`src/rtl/dmabuf_pkg.sv`:
```
package dmabuf_pkg;

    localparam int WORD_W = 32;

    typedef logic [WORD_W-1:0] word_t;

    typedef enum logic {
        MODE_RAW    = 1'b0,
        MODE_PACKED = 1'b1
    } cap_mode_t;

    typedef enum logic {
        REQ_IDLE  = 1'b0,
        REQ_DRAIN = 1'b1
    } req_state_t;

    typedef struct packed {
        logic push;
        logic pop;
    } fifo_op_t;

    function automatic word_t merge_bits(word_t old_w, word_t mask, word_t val);
        return (old_w & ~mask) | (val & mask);
    endfunction

endpackage

```
`src/rtl/dmabuf_select.sv`:
```
module dmabuf_select
    import dmabuf_pkg::*;
#(
    parameter int WORDS = 8,
    localparam int IDX_W = $clog2(WORDS),
    localparam int REC_W = WORDS * WORD_W
) (
    input  logic [REC_W-1:0] rec_data,
    input  logic [IDX_W-1:0] word_sel,
    input  cap_mode_t        mode,
    input  word_t            ovr_mask,
    input  word_t            ovr_value,
    output word_t            cap_word,
    output word_t            wb_word
);
    localparam int FW = WORD_W / WORDS;

    word_t words [WORDS];
    word_t packed_w;
    word_t raw_w;

    for (genvar k = 0; k < WORDS; k++) begin : g_split
        assign words[k] = rec_data[k*WORD_W +: WORD_W];
        assign packed_w[k*FW +: FW] = words[k][FW-1:0];
    end

    if (FW * WORDS < WORD_W) begin : g_pad
        assign packed_w[WORD_W-1:FW*WORDS] = '0;
    end

    always_comb begin
        raw_w    = words[word_sel];
        cap_word = (mode == MODE_PACKED) ? packed_w : raw_w;
        wb_word  = merge_bits(raw_w, ovr_mask, ovr_value);
    end

endmodule

```
`src/rtl/dmabuf_fifo.sv`:
```
module dmabuf_fifo
    import dmabuf_pkg::*;
#(
    parameter int DEPTH = 32,
    localparam int AW = $clog2(DEPTH),
    localparam int CW = AW + 1
) (
    input  logic          clk,
    input  logic          rst,
    input  fifo_op_t      op,
    input  word_t         din,
    output word_t         dout,
    output logic [CW-1:0] level_next,
    output logic          full,
    output logic          empty
);
    word_t         mem [DEPTH];
    logic [AW-1:0] wr_ptr;
    logic [AW-1:0] rd_ptr;
    logic [CW-1:0] level;

    function automatic logic [AW-1:0] bump(logic [AW-1:0] p);
        return (p == AW'(DEPTH - 1)) ? '0 : p + AW'(1);
    endfunction

    always_comb begin
        level_next = level + CW'(op.push) - CW'(op.pop);
        full       = (level == CW'(DEPTH));
        empty      = (level == '0);
        dout       = mem[rd_ptr];
    end

    always_ff @(posedge clk) begin
        if (op.push) begin
            mem[wr_ptr] <= din;
        end
    end

    always_ff @(posedge clk) begin
        if (rst) begin
            wr_ptr <= '0;
            rd_ptr <= '0;
            level  <= '0;
        end else begin
            if (op.push) wr_ptr <= bump(wr_ptr);
            if (op.pop)  rd_ptr <= bump(rd_ptr);
            level <= level_next;
        end
    end

endmodule

```
`src/rtl/dmabuf_req.sv`:
```
module dmabuf_req
    import dmabuf_pkg::*;
#(
    parameter int DEPTH = 32,
    localparam int CW = $clog2(DEPTH) + 1
) (
    input  logic          clk,
    input  logic          rst,
    input  logic          pass_active,
    input  logic [CW-1:0] level_next,
    output logic          req
);
    req_state_t state_q;
    req_state_t state_d;
    logic       pass_q;
    logic       pass_end;
    logic       hit_full;
    logic       has_data;

    always_comb begin
        pass_end = pass_q & ~pass_active;
        hit_full = (level_next == CW'(DEPTH));
        has_data = (level_next != '0);
        state_d  = state_q;
        unique case (state_q)
            REQ_IDLE:  if (hit_full || (pass_end && has_data)) state_d = REQ_DRAIN;
            REQ_DRAIN: if (!has_data) state_d = REQ_IDLE;
            default:   state_d = REQ_IDLE;
        endcase
    end

    always_ff @(posedge clk) begin
        if (rst) begin
            state_q <= REQ_IDLE;
            pass_q  <= 1'b0;
        end else begin
            state_q <= state_d;
            pass_q  <= pass_active;
        end
    end

    assign req = (state_q == REQ_DRAIN);

endmodule

```
`src/rtl/dmabuf_scan_top.sv`:
```
module dmabuf_scan_top
    import dmabuf_pkg::*;
#(
    parameter int WORDS = 8,
    parameter int DEPTH = 32,
    localparam int IDX_W = $clog2(WORDS),
    localparam int REC_W = WORDS * WORD_W
) (
    input  logic             clk,
    input  logic             rst,
    input  logic             cfg_dma_en,
    input  logic             cfg_packed,
    input  logic [IDX_W-1:0] cfg_word_sel,
    input  logic [31:0]      cfg_ovr_mask,
    input  logic [31:0]      cfg_ovr_value,
    input  logic             pass_active,
    input  logic             rec_valid,
    input  logic [REC_W-1:0] rec_data,
    output logic             rec_ready,
    output logic             wb_valid,
    output logic [IDX_W-1:0] wb_idx,
    output logic [31:0]      wb_data,
    output logic             dma_req,
    input  logic             rd_en,
    output logic [31:0]      rd_data
);
    localparam int CW = $clog2(DEPTH) + 1;

    cap_mode_t     mode;
    word_t         cap_word;
    word_t         wb_word;
    fifo_op_t      op;
    logic [CW-1:0] level_next;
    logic          full;
    logic          empty;
    logic          capture_on;
    logic          req;

    assign mode = cfg_packed ? MODE_PACKED : MODE_RAW;

    dmabuf_select #(.WORDS(WORDS)) u_select (
        .rec_data  (rec_data),
        .word_sel  (cfg_word_sel),
        .mode      (mode),
        .ovr_mask  (cfg_ovr_mask),
        .ovr_value (cfg_ovr_value),
        .cap_word  (cap_word),
        .wb_word   (wb_word)
    );

    always_comb begin
        capture_on = cfg_dma_en & pass_active;
        rec_ready  = ~capture_on | (~req & ~full);
        op.push    = rec_valid & capture_on & ~req & ~full;
        op.pop     = rd_en & req & ~empty;
        wb_valid   = op.push & (cfg_ovr_mask != '0);
        wb_idx     = cfg_word_sel;
        wb_data    = wb_word;
    end

    dmabuf_fifo #(.DEPTH(DEPTH)) u_fifo (
        .clk        (clk),
        .rst        (rst),
        .op         (op),
        .din        (cap_word),
        .dout       (rd_data),
        .level_next (level_next),
        .full       (full),
        .empty      (empty)
    );

    dmabuf_req #(.DEPTH(DEPTH)) u_req (
        .clk         (clk),
        .rst         (rst),
        .pass_active (pass_active),
        .level_next  (level_next),
        .req         (req)
    );

    assign dma_req = req;

endmodule

```
`config.mk`:
```
export PLATFORM = sky130hd
export DESIGN_NAME = dmabuf_scan_top
export DESIGN_NICKNAME = d
export VERILOG_FILES = /design/src/rtl/dmabuf_pkg.sv /design/src/rtl/dmabuf_select.sv /design/src/rtl/dmabuf_fifo.sv /design/src/rtl/dmabuf_req.sv /design/src/rtl/dmabuf_scan_top.sv
export SDC_FILE = /design/constraint.sdc
export NUM_CORES = 1
export LEC_CHECK = 0
export CORE_MARGIN = 5
export CORE_UTILIZATION = 45
export DETAILED_ROUTE_END_ITERATION = 10
export MAX_ROUTING_LAYER = met4
export PLACE_DENSITY = 0.67
export REMOVE_ABC_BUFFERS = 1
export SYNTH_ARGS = -nofsm -noshare
export SYNTH_HDL_FRONTEND = slang
export SYNTH_HIERARCHICAL = 1
export SYNTH_SLANG_ARGS = --single-unit
```
`constraint.sdc`:
```
create_clock -name clk -period 4.66 [get_ports clk]
set_input_delay 1.165 -clock clk [delete_from_list [all_inputs] [get_ports clk]]
set_output_delay 1.165 -clock clk [all_outputs]
set_load 0.01 [all_outputs]
```
=== Word-level counts from Yosys, hierarchy flattened ===
Memories as Yosys holds them, arrays and structs flattened. A register that Yosys moved wholly into a read port is not among the register bits.
Cells that the tools add are included.

* Register bits: 18
* RAM bits: 1024
* Input port bits: 330
* Output and inout port bits: 70
* Logic and storage cells: 54
* Memories kept: 1

* $add $sub $neg: 4
* Order comparisons: 1
* Equality and inequality tests: 4
* Multiplexer cells: 14
* Bitwise operators: 20
* Reductions and logical operators: 5

{| class="wikitable"
|+ Memories
! name !! depth !! width !! rd ports !! clocked after memory_dff !! wr ports !! line !! RTL
|-
| u_fifo.mem || 32 || 32 || 1 || 1 || 1 || dmabuf_fifo.sv:17 || <nowiki>word_t mem [DEPTH];</nowiki>
|}

{| class="wikitable"
|+ Operators with widths
! cell !! count
|-
| 32-bit binary-select mux with 3-bit select || 1
|-
| 32-bit 2-to-1 mux || 3
|-
| 32-bit bitwise AND || 2
|-
| 32-bit inverter || 1
|-
| 32-bit OR || 1
|-
| 32-bit nonzero test || 1
|-
| 5-bit 2-to-1 mux || 4
|-
| 6-bit == test, second input constant || 2
|-
| 5-bit by 1-bit adder with 5-bit output, second input constant || 2
|-
| 5-bit == test, second input constant || 2
|-
| 1-bit bitwise AND || 9
|-
| 6-bit by 1-bit adder with 6-bit output || 1
|-
| 6-bit logical NOT || 1
|-
| 6-bit nonzero test || 1
|-
| 6-bit by 1-bit subtractor with 6-bit output || 1
|-
| 1-bit 2-to-1 mux || 5
|-
| 1-bit inverter || 5
|-
| 4-bit greater-or-equal comparator, second input constant || 1
|-
| 3-bit inverter with 4-bit output || 1
|-
| 1-bit one-hot mux with 2 select lines || 1
|-
| 1-bit logical AND || 1
|-
| 1-bit logical OR || 1
|-
| 1-bit OR || 1
|}

=== Logic depth before layout (Yosys ltp) ===
* Depth after elaboration: 11
* Mapped depth: 16
* Mapped depth without buffers: 16

=== Hierarchy ===
The synthesis kept the hierarchy.

{| class="wikitable"
|+ By module, submodules not included
! module !! instances !! cells each !! area each (um^2) !! seq. area each (um^2)
|-
| dmabuf_fifo || 1 || 2049 || 40388.7 || 31169.9
|-
| dmabuf_select || 1 || 358 || 2777.7 || 0.0
|-
| dmabuf_scan_top || 1 || 19 || 145.1 || 0.0
|-
| dmabuf_req || 1 || 9 || 93.8 || 40.0
|}

=== Worst setup path before layout ===
No wires, ideal clock.

* Path kind: input-to-reg
* From: input port rec_valid
* To: memory u_fifo/mem[12][0] (netlist name), enable pin
* Setup time: 0.461 ns
* Arrival: 4.183 ns
* Data required time: 4.199 ns
* Slack: 0.016 ns
* Cell stages on the path: 4
* Buffers on the path: 1
* Cells stage by stage: and4_1 -> clkbuf_1 -> nand2_1 -> nor3_1

* Cells in the longest elaborated chain, start to end: 5

{| class="wikitable"
|+ Ends and longest elaborated chain
! element !! line !! RTL
|-
| from (decl) || dmabuf_scan_top.sv:17 || <nowiki>input logic rec_valid,</nowiki>
|-
| 1-bit bitwise AND (3 in a row) || dmabuf_scan_top.sv:54 || <nowiki>op.push = rec_valid & capture_on & ~req & ~full;</nowiki>
|-
| 1-bit 2-to-1 mux || dmabuf_fifo.sv:34 || <nowiki>if (op.push) begin</nowiki>
|-
| 1-bit 2-to-1 mux (implied by the code) || dmabuf_fifo.sv:35 || <nowiki>mem[wr_ptr] <= din;</nowiki>
|-
| to (decl) || dmabuf_fifo.sv:17 ||
|}

Every way passes these cells.

=== Final worst setup path ===
* From: input port cfg_word_sel[2]
* To: output port wb_data[14]

* Cells in the longest elaborated chain, start to end: 6

{| class="wikitable"
|+ Ends and longest elaborated chain
! element !! line !! RTL
|-
| from (decl) || dmabuf_scan_top.sv:13 || <nowiki>input logic [IDX_W-1:0] cfg_word_sel,</nowiki>
|-
| 3-bit inverter with 4-bit output (implied by the code) || dmabuf_select.sv:32 || <nowiki>raw_w = words[word_sel];</nowiki>
|-
| 32-bit binary-select mux with 3-bit select || dmabuf_select.sv:32 ||
|-
| 32-bit 2-to-1 mux (implied by the code) (2 in a row) || dmabuf_select.sv:32 ||
|-
| 32-bit bitwise AND || dmabuf_pkg.sv:23 || <nowiki>return (old_w & ~mask) | (val & mask);</nowiki>
|-
| 32-bit OR || dmabuf_pkg.sv:23 ||
|-
| to (decl) || dmabuf_scan_top.sv:22 || <nowiki>output logic [31:0] wb_data,</nowiki>
|}

Every way passes these cells. The select of a mux whose other input is x is not followed.

==> flow_metrics.tcl <==
set metrics [dict create \
    ant_nets 0 \
    rsz0062_at_grt "true" \
    slew_violations 0 \
    row_count 114 \
    ir_drop_mv 0.3803 \
    p_switching_mw 4.660 \
    start_util_pct 45.08 \
    post-route-period-util_pct 99.96 \
    slew_headroom_pct 20.36 \
    tightest_slew_ps 1195 \
    power_frac_seq_pct 51.0 \
    instances_no_fill 4357 \
    fmax_ghz 0.2147 \
    first_pass_iters 6 \
    netlist.area_leader.share_pct 70.84 \
    tns_ps 0 \
    io_buffers 399 \
    overflow 0 \
    path_cells "clkdlybuf4s15_2, nor2b_2, a22o_1, o31ai_1, buf_4, clkdlybuf4s50_1" \
    synth_area_leaders "edfxtp_1 71%, mux4_2 6.6%, mux2_2 6.6%" \
    maxCapViolations 0 \
    hold_viol 0 \
    yosys_warnings 6 \
    syn-cell-area_um2 43410 \
    yosysTopAreaCell "edfxtp_1" \
    hold_ws_ps 542.7 \
    cts_tree "done" \
    detail_route.vias_per_cell 6.064 \
    p_sw_share_pct 22.50 \
    drive_gt1_share_pct 27.36 \
    asyncSetResetFlopFracSynth_pct 0 \
    htreeDepth 3 \
    crit-reg2reg-launch "u_fifo/level[3]" \
    clk_pin_slew_ps 70 \
    cts_buffers 104 \
    die_y_um 320.6 \
    crit_path_top_delay_cell "nor2b_2" \
    finClkSkew_ps 23.05 \
    critPathLaunchType "input port" \
    netlist_instances 2435 \
    grt_pass1_wl_mm 190.6 \
    cp-end-kind "primary output" \
    antenna_found_initial 7 \
    syn2layout_area_growth_pct 25.16 \
    place_ws_ps -167.5 \
    place_congestion 0.9590 \
    multi_input_area_um2 12000 \
    fillCellCount 7262 \
    yosys_register_bits 1047 \
    layout_common_cells "1024 x edfxtp_1, 387 x clkdlybuf4s50_1, 255 x mux2_2" \
    hp-start "u_fifo/wr_ptr[1]" \
    routed_wl_mm 136.6 \
    crit_start "cfg_word_sel[2]" \
    dp_hpwl_mm 88.10 \
    clockBufferDepth 3 \
    final_common_cell "edfxtp_1" \
    min_path_type "reg2reg" \
    crit_fanout 10 \
    total_leakage_power_nw 17.45 \
    finalNetCount 3335 \
    drtIter0Drc 2985 \
    design.core.area_um2 96280 \
    die_x_um 320.6 \
    finalSetupViolations 0 \
    synth_top_flop_cell "edfxtp_1" \
    first_global_vias 26883 \
    cp.required_ps 3490 \
    syn_avg_cell_area_um2 17.83 \
    ff_latch_area_um2 31220 \
    synthDistinctLibCells 48 \
    p_int_mw 16.05 \
    critical_path.max_stage_delay_ps 880 \
    wl_per_cell_um 31.35 \
    cts_hold_buffers 0 \
    comb_power_share_pct 10.0 \
    grt_max_degree 71 \
    grt.total_usage_pct 26.63 \
    layout_setup_ws_ps 1.889 \
    period_needed_ps 4658 \
    dp.cells 4142 \
    critPathKind "in2out" \
    drc 0 \
    cts.sinks 1047 \
    postPlaceCellArea_um2 50760 \
    seq_area_frac_synth_pct 71.90 \
    vias 26421 \
    clkLatencyLatePin_ps 670 \
    critical_path_arrival_ps 3490 \
    dieArea_um2 102800 \
    status "finished, final reports clean" \
    io_pins 400 \
    stdcell_area_um2 54330 \
    root_buffer "clkbuf_16" \
    power_frac_clock_pct 39.0 \
    synth-edff-count 1024 \
    p_per_area_nw_per_um2 381.2 \
]
synth_stat cells (3+ instances only):
master / n
nor4_2: 4
nor4_1: 5
edfxtp_1: 1024
nor2b_1: 71
mux2_2: 255
mux2i_1: 68
nand2b_1: 8
inv_1: 15
nand2_1: 75
a211oi_1: 65
o21ai_0: 69
buf_6: 13
and3_1: 5
buf_1: 19
clkbuf_1: 94
dfxtp_1: 23
nor2_1: 44
nor3_1: 78
or4_1: 32
and4_1: 3
o31ai_1: 64
ha_1: 16
a21oi_1: 6
nand3b_1: 3
buf_4: 16
buf_2: 13
mux4_2: 128
a22o_1: 96
o22ai_1: 96
sequential cells by signal, indices dropped and copies added, names as in the netlist, named ones only:
name           flops
u_fifo/mem      1024
u_fifo/rd_ptr      5
u_req/pass_q       1
u_req/req          1
u_fifo/level       6
u_fifo/wr_ptr      5
stage by stage:
step	util [%]	total power, mW
after global placement	52.70	12.75
after floorplan	-	11.61
final	56.43	20.71
after detailed placement	52.73	12.80
after CTS	56.28	20.80
after global routing	56.42	21.37
power by group through the flow:
stage               Clock [mW]  Sequential (mW)  Combinational [mW]
global route              8.60             10.6                2.20
CTS                       8.17             10.6                2.06
finish                    8.08             10.6                2.07
global placement             0             10.8                1.98
floorplan                    0             10.8               0.829
detailed placement           0             10.8                2.04
final cells by class:
type                       instances  area share (%)
tap                             1276           2.939
clock buffer                     123           4.922
clock inverter                    69           1.142
multi-input combinational       1220           22.08
sequential                      1047           57.46
inverter                          15          0.1036
timing repair buffer             600           11.32
antenna                            7         0.03224
metal layers:
| metal | wire (um) | vias up | global-route usage, % |
|---|---|---|---|
| li1 | - | 11097 | - |
| met1 | 55340 | 13642 | 36.64 |
| met2 | 62800 | 1534 | 40.62 |
| met3 | 15900 | 148 | 7.004 |
| met4 | 2531 | 0 | 5.641 |
| met5 | 0 | - | - |
path summary, 6_finish.rpt:
kind | endpoint | slack, ps | cells after the start
max | wb_data[14] | 2 | 6
min | u_fifo/wr_ptr[1] | 540 | 2
max reg2reg | u_req/req | 910 | 16
min reg2reg | u_fifo/wr_ptr[1] | 540 | 2
logic make-up after synthesis:
| family | count (synthesis) | synth area share [%] |
|---|---|---|
| compound gates | 403 | 6.546 |
| xor+xnor | 2 | 0.04036 |
| fa+ha+maj | 17 | 0.5073 |
| buf+inv | 170 | 1.871 |
| flops | 1047 | 71.90 |
| mux | 453 | 14.88 |
| simple gates | 343 | 4.255 |
critical path: cells and delay by family:
kind / cells / cell delay [ps]
buffers and inverters: 3 / 1030
AND/OR/NAND/NOR: 1 / 880
AO/OA/AOI/OAI: 2 / 400
repair_timing:
action,4_1_cts,5_1_grt
setup endpoints to repair,32,17
gates resized for setup,13,9
gates cloned,2,1
setup buffers,8,5
pin swaps,1,1
No activity file was read; power rests on OpenSTA's default activity.
